<file path="src/rtl/lc_pkg.sv">
package lc_pkg;
  localparam int MODE_W = 3;

  typedef enum logic [MODE_W-1:0] {
    LC_NRZ    = 3'd0,
    LC_NRZB   = 3'd1,
    LC_NRZI_M = 3'd2,
    LC_NRZI_S = 3'd3,
    LC_FM1    = 3'd4,
    LC_FM0    = 3'd5,
    LC_MANCH  = 3'd6,
    LC_RSVD   = 3'd7
  } lc_mode_e;

  localparam logic IDLE_LEVEL = 1'b1;
endpackage

</file>
<file path="src/rtl/lc_mode_watch.sv">
module lc_mode_watch
  import lc_pkg::*;
#(
  parameter int W = MODE_W
) (
  input  logic         clk,
  input  logic         rst_n,
  input  logic [W-1:0] mode,
  output logic         changed
);
  logic [W-1:0] mode_q;

  always_ff @(posedge clk or negedge rst_n) begin
    if (!rst_n) mode_q <= '0;
    else        mode_q <= mode;
  end

  logic armed_q;
  always_ff @(posedge clk or negedge rst_n) begin
    if (!rst_n) armed_q <= 1'b0;
    else        armed_q <= 1'b1;
  end

  assign changed = armed_q && (mode != mode_q);
endmodule

</file>
<file path="src/rtl/lc_tx_enc.sv">
module lc_tx_enc
  import lc_pkg::*;
(
  input  logic     clk,
  input  logic     rst_n,
  input  lc_mode_e mode,
  input  logic     restart,
  input  logic     half_en,
  input  logic     in_valid,
  input  logic     in_bit,
  output logic     in_ready,
  output logic     line
);
  logic line_q, phase_q, second_q;
  logic first_lv, second_lv;

  assign in_ready = half_en && !phase_q && !restart;
  assign line     = line_q;

  always_comb begin
    first_lv  = in_bit;
    second_lv = in_bit;
    unique case (mode)
      LC_NRZB: begin
        first_lv  = ~in_bit;
        second_lv = ~in_bit;
      end
      LC_NRZI_M: begin
        first_lv  = in_bit ? ~line_q : line_q;
        second_lv = first_lv;
      end
      LC_NRZI_S: begin
        first_lv  = in_bit ? line_q : ~line_q;
        second_lv = first_lv;
      end
      LC_FM1: begin
        first_lv  = ~line_q;
        second_lv = in_bit ? ~first_lv : first_lv;
      end
      LC_FM0: begin
        first_lv  = ~line_q;
        second_lv = in_bit ? first_lv : ~first_lv;
      end
      LC_MANCH: begin
        first_lv  = in_bit;
        second_lv = ~in_bit;
      end
      default: begin
        first_lv  = in_bit;
        second_lv = in_bit;
      end
    endcase
  end

  always_ff @(posedge clk or negedge rst_n) begin
    if (!rst_n) begin
      line_q   <= IDLE_LEVEL;
      phase_q  <= 1'b0;
      second_q <= IDLE_LEVEL;
    end else if (restart) begin
      line_q  <= IDLE_LEVEL;
      phase_q <= 1'b0;
    end else if (half_en) begin
      if (phase_q) begin
        line_q  <= second_q;
        phase_q <= 1'b0;
      end else if (in_valid) begin
        line_q   <= first_lv;
        second_q <= second_lv;
        phase_q  <= 1'b1;
      end
    end
  end
endmodule

</file>
<file path="src/rtl/lc_rx_dec.sv">
module lc_rx_dec
  import lc_pkg::*;
(
  input  logic     clk,
  input  logic     rst_n,
  input  lc_mode_e mode,
  input  logic     restart,
  input  logic     half_en,
  input  logic     line,
  output logic     out_valid,
  output logic     out_bit,
  output logic     out_viol
);
  logic phase_q, h1_q, ref_q;
  logic valid_q, bit_q, viol_q;
  logic dec_bit, dec_viol;

  always_comb begin
    dec_bit  = line;
    dec_viol = 1'b0;
    unique case (mode)
      LC_NRZB:   dec_bit = ~line;
      LC_NRZI_M: dec_bit = (line != ref_q);
      LC_NRZI_S: dec_bit = (line == ref_q);
      LC_FM1: begin
        dec_bit  = (h1_q != line);
        dec_viol = (h1_q == ref_q);
      end
      LC_FM0: begin
        dec_bit  = (h1_q == line);
        dec_viol = (h1_q == ref_q);
      end
      LC_MANCH: begin
        dec_bit  = h1_q;
        dec_viol = (h1_q == line);
      end
      default: dec_bit = line;
    endcase
  end

  always_ff @(posedge clk or negedge rst_n) begin
    if (!rst_n) begin
      phase_q <= 1'b0;
      h1_q    <= IDLE_LEVEL;
      ref_q   <= IDLE_LEVEL;
      valid_q <= 1'b0;
      bit_q   <= 1'b0;
      viol_q  <= 1'b0;
    end else begin
      valid_q <= 1'b0;
      viol_q  <= 1'b0;
      if (restart) begin
        phase_q <= 1'b0;
        ref_q   <= IDLE_LEVEL;
      end else if (half_en) begin
        if (!phase_q) begin
          h1_q    <= line;
          phase_q <= 1'b1;
        end else begin
          phase_q <= 1'b0;
          ref_q   <= line;
          valid_q <= 1'b1;
          bit_q   <= dec_bit;
          viol_q  <= dec_viol;
        end
      end
    end
  end

  assign out_valid = valid_q;
  assign out_bit   = bit_q;
  assign out_viol  = viol_q;
endmodule

</file>
<file path="src/rtl/lc_codec.sv">
module lc_codec
  import lc_pkg::*;
(
  input  logic              clk,
  input  logic              rst_n,
  input  logic [MODE_W-1:0] tx_mode,
  input  logic              tx_half_en,
  input  logic              tx_valid,
  input  logic              tx_data,
  output logic              tx_ready,
  output logic              tx_line,
  input  logic [MODE_W-1:0] rx_mode,
  input  logic              rx_half_en,
  input  logic              rx_line,
  output logic              rx_valid,
  output logic              rx_data,
  output logic              rx_viol
);
  logic tx_restart, rx_restart;

  lc_mode_watch #(.W(MODE_W)) tx_watch_i (
    .clk(clk), .rst_n(rst_n), .mode(tx_mode), .changed(tx_restart)
  );

  lc_mode_watch #(.W(MODE_W)) rx_watch_i (
    .clk(clk), .rst_n(rst_n), .mode(rx_mode), .changed(rx_restart)
  );

  lc_tx_enc tx_i (
    .clk(clk), .rst_n(rst_n), .mode(lc_mode_e'(tx_mode)), .restart(tx_restart),
    .half_en(tx_half_en), .in_valid(tx_valid), .in_bit(tx_data),
    .in_ready(tx_ready), .line(tx_line)
  );

  lc_rx_dec rx_i (
    .clk(clk), .rst_n(rst_n), .mode(lc_mode_e'(rx_mode)), .restart(rx_restart),
    .half_en(rx_half_en), .line(rx_line),
    .out_valid(rx_valid), .out_bit(rx_data), .out_viol(rx_viol)
  );
endmodule

</file>
<file path="config.mk">
export PLATFORM = sky130hd
export DESIGN_NAME = lc_codec
export DESIGN_NICKNAME = d
export VERILOG_FILES = /design/src/rtl/lc_pkg.sv /design/src/rtl/lc_mode_watch.sv /design/src/rtl/lc_tx_enc.sv /design/src/rtl/lc_rx_dec.sv /design/src/rtl/lc_codec.sv
export SDC_FILE = /design/constraint.sdc
export NUM_CORES = 1
export LEC_CHECK = 0
export CORE_AREA = 2 2 47 49
export DETAILED_ROUTE_END_ITERATION = 16
export DIE_AREA = 0 0 49 51
export PLACE_DENSITY = 0.79
export SLEW_MARGIN = 15
export SYNTH_ARGS = -nofsm -noshare
export SYNTH_HDL_FRONTEND = slang
export SYNTH_SLANG_ARGS = --single-unit
</file>
<file path="constraint.sdc">
create_clock -name clk -period 1.55 [get_ports clk]
set_clock_uncertainty 0.1 [all_clocks]
set_input_delay 0.31 -clock clk [delete_from_list [all_inputs] [get_ports clk]]
set_output_delay 0.31 -clock clk [all_outputs]
set_load 0.005 [all_outputs]
</file>
Yosys cells after proc, flatten, opt, wreduce, memory -nomap -nowiden --
Index checks and enable logic that the tools add are counted.
Word-level totals: register bits after elaboration 16, output and inout bits 5, logic and storage cells 84, bits of input ports 13
Cells by class: reduce and logical (&&, ||, !) cells 20, multiplexer cells 26, eq/ne operators 19, bitwise gates (word level) 7
Operators with widths (count):
- two-way mux 1 bit | 22
- equality test 3 bit (second input constant) | 6
- equality test 3 x 2 -> 1 bit (second input constant) | 4
- OR reduction 2 bit | 5
- NOT 1 bit | 7
- equality test 3 x 1 -> 1 bit (second input constant) | 2
- != test 3 bit | 2
- one-hot mux 1 bit (6 select lines) | 1
- AND reduction 3 bit | 2
- nonzero test 2 bit | 3
- logical AND 1 bit | 4
- one-hot mux 1 bit (4 select lines) | 1
- AND reduction 2 bit | 2
- AND reduction 4 bit | 1
- equality test 1 bit | 3
- one-hot mux 1 bit (3 select lines) | 1
- nonzero test 3 bit | 1
- zero test 1 bit | 2
- != test 1 bit | 2
- one-hot mux 1 bit (2 select lines) | 1

Depth between registers and ports, before layout --
Gate-level depths: netlist of run 1.
word-level depth 7, mapped depth 4, depth with buffers taken out 4

By module --
Synthesis of run 1 repeated with hierarchy kept, for this count alone.
Second synthesis, totals: cells, all modules 84, area total of the unflattened synthesis 890.9 um^2
Modules (own cells, without submodules):
- lc_rx_dec | seq. area each 152.6 um^2, times used 1, cells each 37, area an instance 357.8 um^2
- lc_mode_watch | seq. area each 100.1 um^2, times used 2, cells each 9, area an instance 138.9 um^2
- lc_tx_enc | seq. area each 77.6 um^2, times used 1, cells each 29, area an instance 255.2 um^2

Worst setup path after synthesis of run 1 --
Ideal clock, no wire load.
path kind register -> register, start point register rx_watch_i.mode_q[1], end point register rx_i.h1_q, setup time 85 ps, path buffers 0, cell stages (with the launch flop) 5, period minus slack after synthesis 1493 ps, arrival time 1309 ps, slack 57 ps, required time 1365 ps, path through dfrtp_1 -> xor2_1 -> o31a_1 -> nor3b_2 -> mux2_1
Between the ends: longest elaborated chain between the ends 4
RTL lines:
- from (decl) | RTL line lc_mode_watch.sv:11 | logic [W-1:0] mode_q;
- from (signal assigned) | RTL line lc_mode_watch.sv:15 | else mode_q <= mode;
- != test 3 bit | RTL line lc_mode_watch.sv:24 | assign changed = armed_q && (mode != mode_q);
- logical AND 1 bit | RTL line lc_mode_watch.sv:24
- NOT 1 bit (no line)
- AND reduction 3 bit (no line)
- to (signal assigned) | RTL line lc_rx_dec.sv:57 | h1_q <= line;
- to (decl) | RTL line lc_rx_dec.sv:14 | logic phase_q, h1_q, ref_q;
Every way passes these cells. A chain may end at the register's enable or synchronous reset.

Worst setup path after layout of run 1 --
start point register tx_watch_i.mode_q[0], end point output port tx_ready
Between the ends: longest elaborated chain between the ends 4
RTL lines:
- from (decl) | RTL line lc_mode_watch.sv:11
- from (signal assigned) | RTL line lc_mode_watch.sv:15
- != test 3 bit | RTL line lc_mode_watch.sv:24
- logical AND 1 bit | RTL line lc_mode_watch.sv:24
- zero test 1 bit | RTL line lc_tx_enc.sv:17 | assign in_ready = half_en && !phase_q && !restart;
- logical AND 1 bit | RTL line lc_tx_enc.sv:17
- to (decl) | RTL line lc_codec.sv:10 | output logic tx_ready,
Every way passes these cells.

==> results of run 1 <==
-- logic make-up after synthesis --
family                    count (synthesis)  share of synthesized area [%]
AOI/OAI and AO/OA                        19                          16.41
xor gates and xnor gates                 11                          11.81
buffers and inverters                     1                         0.4597
DFF                                      16                          49.69
muxes                                     4                          5.215
other                                     1                         0.4597
and+or+nand+nor                          22                          15.95
-- synthesized netlist by cell type, drive strengths merged --
master | count | area share [%]
nand2b | 4 | 3.1
mux2i | 2 | 2.5
a221oi | 1 | 1.1
dfrtp | 12 | 37
nor3b | 2 | 2.5
o21ai | 3 | 1.8
a221o | 1 | 1.2
inv | 1 | 0.46
o31ai | 2 | 1.8
mux2 | 2 | 2.8
conb | 1 | 0.46
xor2 | 8 | 8.6
and2 | 1 | 0.77
nand3b | 1 | 0.92
xnor2 | 3 | 3.2
nor2b | 4 | 3.1
o211ai | 1 | 0.92
nor2 | 5 | 2.6
a32oi | 1 | 1.1
nor3 | 1 | 0.61
a31oi | 1 | 0.77
nand2 | 2 | 0.92
o31a | 2 | 2.1
and3 | 2 | 1.5
a21oi | 3 | 1.8
a211o | 2 | 2.1
o22ai | 2 | 1.5
dfstp | 4 | 13
-- report_power, final --
| group | switching (mW) | internal (mW) |
|---|---|---|
| Sequential | 0.0411 | 0.485 |
| Combinational | 0.124 | 0.187 |
| Clock | 0.126 | 0.143 |
| Total | 0.291 | 0.815 |
-- per-stage QoR --
| step | TNS, ns | utilization [%] | total power [mW] | hold slack [ns] |
|---|---|---|---|---|
| final | -0.3408 | 59.01 | 1.106 | 0.2296 |
| after floorplan | 0 | - | 0.6566 | -0.08559 |
| after CTS | -0.3557 | 57.13 | 1.096 | 0.2160 |
| after global placement | -3.067 | 55.31 | 0.8076 | 0.3768 |
| after detailed placement | -3.352 | 55.31 | 0.8215 | 0.3899 |
| after global routing | -0.5490 | 59.01 | 1.180 | 0.2042 |
-- state kept, by name, indices dropped and copies added (netlist names) --
signal / count
rx_watch_i.mode_q: 3
tx_watch_i.mode_q: 3
rx_i.h1_q: 1
rx_i.out_bit: 1
rx_i.out_valid: 1
rx_i.out_viol: 1
rx_i.phase_q: 1
rx_i.ref_q: 1
rx_watch_i.armed_q: 1
tx_i.line: 1
tx_i.phase_q: 1
tx_i.second_q: 1
-- worst max path at each step --
stage / depth (start not counted) / to / slack [ns]
finish: 4 / tx_ready / -0.32
global route: 4 / tx_ready / -0.38
CTS: 4 / tx_ready / -0.29
detailed placement: 5 / tx_ready / -0.79
global placement: 5 / tx_ready / -0.76
floorplan: 4 / rx_i.h1_q / 0.06
-- layer usage --
metal,wire (µm),part of all wire (%)
met3,87,5.0
met2,890,51
met5,0,0
met1,763,44
met4,12,0.68
-- final cells by class --
| cell class | count | area (µm²) |
|---|---|---|
| Sequential cell | 16 | 405.4 |
| Inverter | 1 | 3.754 |
| Timing Repair Buffer | 36 | 306.5 |
| Tap cell | 28 | 35.03 |
| Fill cell | 190 | 845.8 |
| Clock buffer | 4 | 36.28 |
| Multi-Input combinational cell | 57 | 430.4 |
-- worst reg2reg max path, stage by stage (launching register included) --
cell and delay (ns):
dfrtp_1 0.38, xor2_1 0.14, o31a_1 0.36, nor3b_2 0.21, mux2_4 0.31
-- repair_timing --
item / in CTS / in global routing
pin swaps: 3 / 6
gates resized for setup: 14 / 7
endpoints found under the hold margin: 0 / 0
endpoints found under the setup margin: 7 / 6
setup buffers: 1 / 2
==> impl_summary.md, run 1 <==
Status
The run finished, with violations left. The checks that failed: negative setup slack.

Finish
The top cell types in the final layout, fill and taps aside, are 18 x buf_4, 12 x dfrtp_1, 8 x xor2_1, 8 x dlygate4sd2_1, 6 x clkdlybuf4s50_1. The final instance area is roughly 0.0012 mm². Leaving out fill and tap cells, the most frequent cell in the layout is buf_4. The post-layout net count is about 130. From synthesis to final layout, the design area changed by 49.23%. The final instance count without filler cells is 142. The antenna diode count is 0. The post-route netlist has 30.70% of its cells at a drive strength greater than 1.

GRT
The overflow left after global routing is 0. The initial antenna violation count is 0. The layer with the highest usage is met2.

Entering global routing, the biggest net connects 17 pins. For met3 alone, demand over resource in global routing was 6.433%. The first-pass GRT wire length is 2904 µm.

The via count of the first global-routing pass is roughly 670. In the global route stage, met2 resource usage came out at 27.17%. The global-route usage over all layers is 15.66%. The routing usage on met1 is 17.86%.

Setup path
The critical path buffer and inverter count is 1. The kind of cell with the highest combined delay along the critical path is flip-flops. The standard cell with the maximum stage delay on the critical path is dfrtp_1. The worst endpoint data arrival time is around 1.5 ns. The worst setup path is captured at an output port. For the worst setup path, the data required time is between 1 and 1.5 ns. The worst register-to-register path has a depth of 4. On the worst path, the slowest cell contributes a delay of roughly 0.38 ns. The worst setup path is launched from a flop. The critical path is of the flop to output port type.

The critical path goes through xor2_1, o31a_1, nor3b_2, buf_2. Of all nets on the critical path, the largest fanout is 2. In this run the register-to-register setup slack is -0.02 ns. The worst register-to-register path ends at rx_i.h1_q. The startpoint of the most critical setup path is tx_watch_i.mode_q[0].

The startpoint identified for the worst register-to-register timing path is rx_watch_i.mode_q[1].

Drt
The detailed-router iteration count before antenna repair is 4. After detailed routing, the average wire length per cell comes to 12.35 µm. In the routed design, unresolved DRC markers number 0. For this block, the initial DRC count from the detailed router was 7. The routed design has 1753 µm of wire. The via density per instance is 4.817. Across all layers, the routed design uses 684 vias. In this run the remaining antenna-violating nets after routing total 0.

Place
Summed over all nets, the half-perimeter wirelength after detailed placement is about 1300 µm. The placed instances occupy a cell area of ~0.0011 mm². The worst setup timing slack at the placement stage is -0.7862 ns.

The number of placed instances with taps included is between 100 and 150. Input and output buffers added on the ports amount to 17. The global placer's final weighted congestion is 0.7595.

Logic synthesis
The synthesized netlist cell count is 74. After synthesis the cells add up to 815.8 µm². The number of different library cells used by synthesis comes to 30. The synthesized netlist net count is 87.

After synthesis, the mean cell area works out to 11.02 µm². After synthesis the netlist holds a flip-flop and latch count of 16. During synthesis, Yosys emitted a total of 0 warnings. For this run, the register share of the synthesized area comes to 49.69%.

STA
The share of the clock period used by the worst path is 120.7%. For the finished layout, the period the worst path requires is 1.870 ns. Setup violations remaining at the end of the flow were counted as 3. The number of max-slew violations in the final report is 0.

In the post-route analysis, the smallest setup slack over all paths is -0.3203 ns. Setup repair after global routing could not meet its margin everywhere. The final-report hold violation count was 0. The highest clock frequency the design can meet is 0.5347 GHz.

Clock network
The root cell of the clock tree is clkbuf_4. The number of clock buffers inserted by TritonCTS is 3. No sink is reached through more buffers than the 2 on the longest clock path.

TritonCTS built the clock tree. The clock latency of the later-clocked register in the worst-skew pair is 0.28 ns. Clock-pin slew was measured on the worst setup and hold paths at 0.09 ns. The number of levels in the clock H-tree is 1. The clock net in this run drives a total of 16 sinks. In this run, post-CTS hold repair placed 0 buffers.

Die
The standard cell core area is 0.002063 mm². The floorplan has 17 rows. The top-level port count is 18. Once the floorplan was initialized, standard cells occupied 39.54% of the core.

The die width is just under 50 µm. In this run the vertical extent of the chip is about 50 µm. The floorplan step defined a die boundary enclosing 0.002499 mm².

Min path
The class of the most critical hold timing path is input port to asynchronous set/reset pin.

Power and ir drop
For this design the ratio of total power to cell area is 908.5 mW/mm². For this design the static power due to leakage is 0.5812 nW. The maximum vdd drop is 0.0008068 V.

Job
The number of maximum-capacitance violations is 0.
Power figures use the tool's default switching activity.
==> run 2: changes to the inputs <==
--- a/config.mk
+++ b/config.mk
@@ -8,6 +8,7 @@
 export CORE_AREA = 2 2 47 49
 export DETAILED_ROUTE_END_ITERATION = 16
 export DIE_AREA = 0 0 49 51
+export GPL_TIMING_DRIVEN = 0
 export PLACE_DENSITY = 0.79
 export SLEW_MARGIN = 15
 export SYNTH_ARGS = -nofsm -noshare
==> impl_summary.md, run 2 (synthesized netlist as in run 1, its figures left out) <==
Setup path
The startpoint of the most critical setup path is tx_watch_i.mode_q[1] (was tx_watch_i.mode_q[0]). The worst endpoint data arrival time is 1.44 ns (was 1.46 ns). The startpoint type of the worst setup path is a flop (unchanged). The type of the worst setup path is flop to output port (unchanged). The startpoint of the most critical register-to-register path is rx_watch_i.mode_q[1] (unchanged). The data required time of the critical path was 1.14 ns (about the same). The capturing element type of the critical path is an output port (unchanged). The critical-path maximum fanout is 2 (unchanged).

Die
The standard-cell row count was 17 (unchanged). The area enclosed by the die boundary was 0.002499 mm² (unchanged). The standard cell core area was 0.002063 mm² (unchanged). The vertical die dimension is 51 µm (unchanged). The initial cell density of the core came to 39.54% (unchanged).

The die width is 49 µm (unchanged). The top-level port count was 18 (unchanged).

Drt
The detailed-router iteration count before antenna repair is 4 (unchanged). The total length of routed wires is 1541 µm (was 1753 µm). The via count of the routed design is 644 (was 684).

The remaining routing DRC violations is 0 (unchanged). The post-detailed-route wirelength per cell came to 12.23 µm (was 12.35 µm). The post-route antenna net violation count is 0 (unchanged). The violation count after the first detailed-route iteration was 11 (was 7).

The via density per instance is 5.111 (was 4.817).

Status
Result of the run: complete, but fails checks (unchanged). Violations in the final reports: negative setup slack (unchanged).

Finish
The final instance count without filler cells is 126 (was 142). The most common library cell in the layout ignoring fill and taps is dfrtp_1 (was buf_4). The antenna diode count was 0 (unchanged). The post-layout net count is 112 (was 128). The final-layout fill cell count is 191 (was 190). Most frequent cells in the layout: 12 x dfrtp_1, 9 x dlygate4sd2_1, 8 x xor2_1, 5 x clkdlybuf4s50_1 (was 18 x buf_4, 12 x dfrtp_1, 8 x xor2_1, 8 x dlygate4sd2_1, 6 x clkdlybuf4s50_1).

The layout cell share with drive strength beyond 1 is 17.35% (was 30.70%). The total area of sequential cells is 405.4 µm² (unchanged). The area taken by multi-input logic gates was 420.4 µm² (was 430.4 µm²). The final core utilization came to 52.64% (was 59.01%). The final instance area is 0.001086 mm² (was 0.001217 mm²). Regs by FF count: rx_watch_i.mode_q (3), tx_watch_i.mode_q (3) (unchanged). The relative area change from synthesis to final layout is 33.13% (was 49.23%).

GRT
The pin count of the biggest net entering global routing is 17 (unchanged). The first-pass GRT wire length is 2559 µm (was 2904 µm). The initial antenna violation count came to 0 (unchanged). The via count of the first global-routing pass is 620 (was 665).

The overflow left after global routing is 0 (unchanged). The global-route usage over all layers is 13.47% (was 15.66%).

Clock network
The total clock sinks is 16 (unchanged). The clock slew seen by the registers of the worst setup and hold paths came to 0.09 ns (about the same). The number of levels in the clock H-tree is 1 (unchanged). The CTS tree is yes (unchanged).

The number of clock buffers inserted by TritonCTS is 3 (unchanged). The number of buffers on the longest clock path is 2 (unchanged). The root cell of the clock tree is clkbuf_4 (unchanged). The clock latency of the later-clocked register in the worst-skew pair is 0.28 ns (about the same).

The hold buffer count at cts came to 0 (unchanged).

STA
The final-report hold violation count is 0 (unchanged). The pin slew with the least headroom to its limit is 0.6686 ns. The highest clock frequency the design can meet was 0.5415 GHz (was 0.5347 GHz). RSZ-0062 raised after global routing: true (unchanged). The final worst hold slack is 0.2894 ns (was 0.2296 ns). The number of max-slew violations in the final report is 0 (unchanged).

The least setup slack across all paths after layout was -0.2969 ns (was -0.3203 ns). The final period demand of the worst path is 1.847 ns (was 1.870 ns). The normalized max-slew margin is 55.29%. The share of the clock period used by the worst path was 119.2% (was 120.7%). The count of final setup violators is 3 (unchanged).

Power and ir drop
The static leakage was 0.4965 nW (was 0.5812 nW). The maximum vdd drop came to 0.0008244 V (was 0.0008068 V). The power per unit of standard cell area is 965.7 mW/mm² (was 908.5 mW/mm²).

Min path
The class of the most critical hold timing path is input port to flop (was input port to asynchronous set/reset pin). The worst min-delay path startpoint is rx_mode[0].

Place
The global placer's final weighted congestion was 0.7760 (was 0.7595). The cell area after placement was 0.001021 mm² (was 0.001141 mm²). The worst setup timing slack at the placement stage was -0.9823 ns (was -0.7862 ns). The number of placed instances with taps included is 119 (was 135).

The number of I/O port buffers is 17 (unchanged). The half-perimeter wire length of the detailed placement result was 1091 µm (was 1322 µm).

Job
The number of maximum-capacitance violations came to 0 (unchanged).
## run 2: changes by cell type in the layout (fill, tap and decap cells not counted), sizes merged
cell	delta
buf	-16
clkdlybuf4s50	-1
dlygate4sd2	+1
## run 2: metrics by stage
step | power, mW | setup TNS, ns
after floorplan | 0.6566 | 0
after global placement | 0.7717 | -3.885
after detailed placement | 0.7782 | -4.116
after CTS | 1.057 | -0.3812
after global routing | 1.115 | -0.5578
final | 1.049 | -0.3363
## run 2: cell type report
type | instances | share of cell area (%)
inverters | 1 | 0.3456
repair buffers | 20 | 17.05
flip-flops and latches | 16 | 37.33
well taps | 28 | 3.226
clock buffers | 4 | 3.341
multi-input cells | 57 | 38.71
## run 2: worst paths after layout
check                                  endpoint  slack (ns)  depth (start not counted)
hold / removal             rx_watch_i.mode_q[0]        0.29                          1
hold reg to reg                    rx_i.out_bit        0.42                          1
setup / recovery                       tx_ready       -0.30                          4
setup reg to reg                      rx_i.h1_q       -0.02                          4
max in group asynchronous    rx_watch_i.armed_q        0.60                          1
min in group asynchronous          rx_i.out_bit        0.33                          1
## run 2: power breakdown
part	switching [mW]	leakage, nW	internal (mW)	total (mW)
clock network	0.125	0.0210	0.143	0.268
logic	0.109	0.286	0.146	0.255
registers	0.0406	0.190	0.485	0.526
## run 2: routing by layer
metal | track usage [%] | routed length (µm)
met4 | 8.571 | 8
met3 | 2.632 | 83
met1 | 15.54 | 674
met5 | 0 | 0
met2 | 23.06 | 774
## run 2: timing repair
item                       in CTS  in global routing
pin swaps                       3                  3
resized for setup              15                  5
setup endpoints to repair      10                  7
setup buffers                   3                  0
## run 2: worst max-delay path: stages, from the launching register on
cell,delay (ns)
dfrtp_1,0.38
xor2_1,0.16
o31a_1,0.34
nor3b_2,0.15
buf_2,0.13
==> run 3: changes to the inputs <==
--- a/config.mk
+++ b/config.mk
@@ -6,6 +6,7 @@
 export NUM_CORES = 1
 export LEC_CHECK = 0
 export CORE_AREA = 2 2 47 49
+export CTS_CLUSTER_SIZE = 30
 export DETAILED_ROUTE_END_ITERATION = 16
 export DIE_AREA = 0 0 49 51
 export GPL_TIMING_DRIVEN = 0
==> results of run 3 <==
Final layout, timing and power as in run 2 (identical DEF).
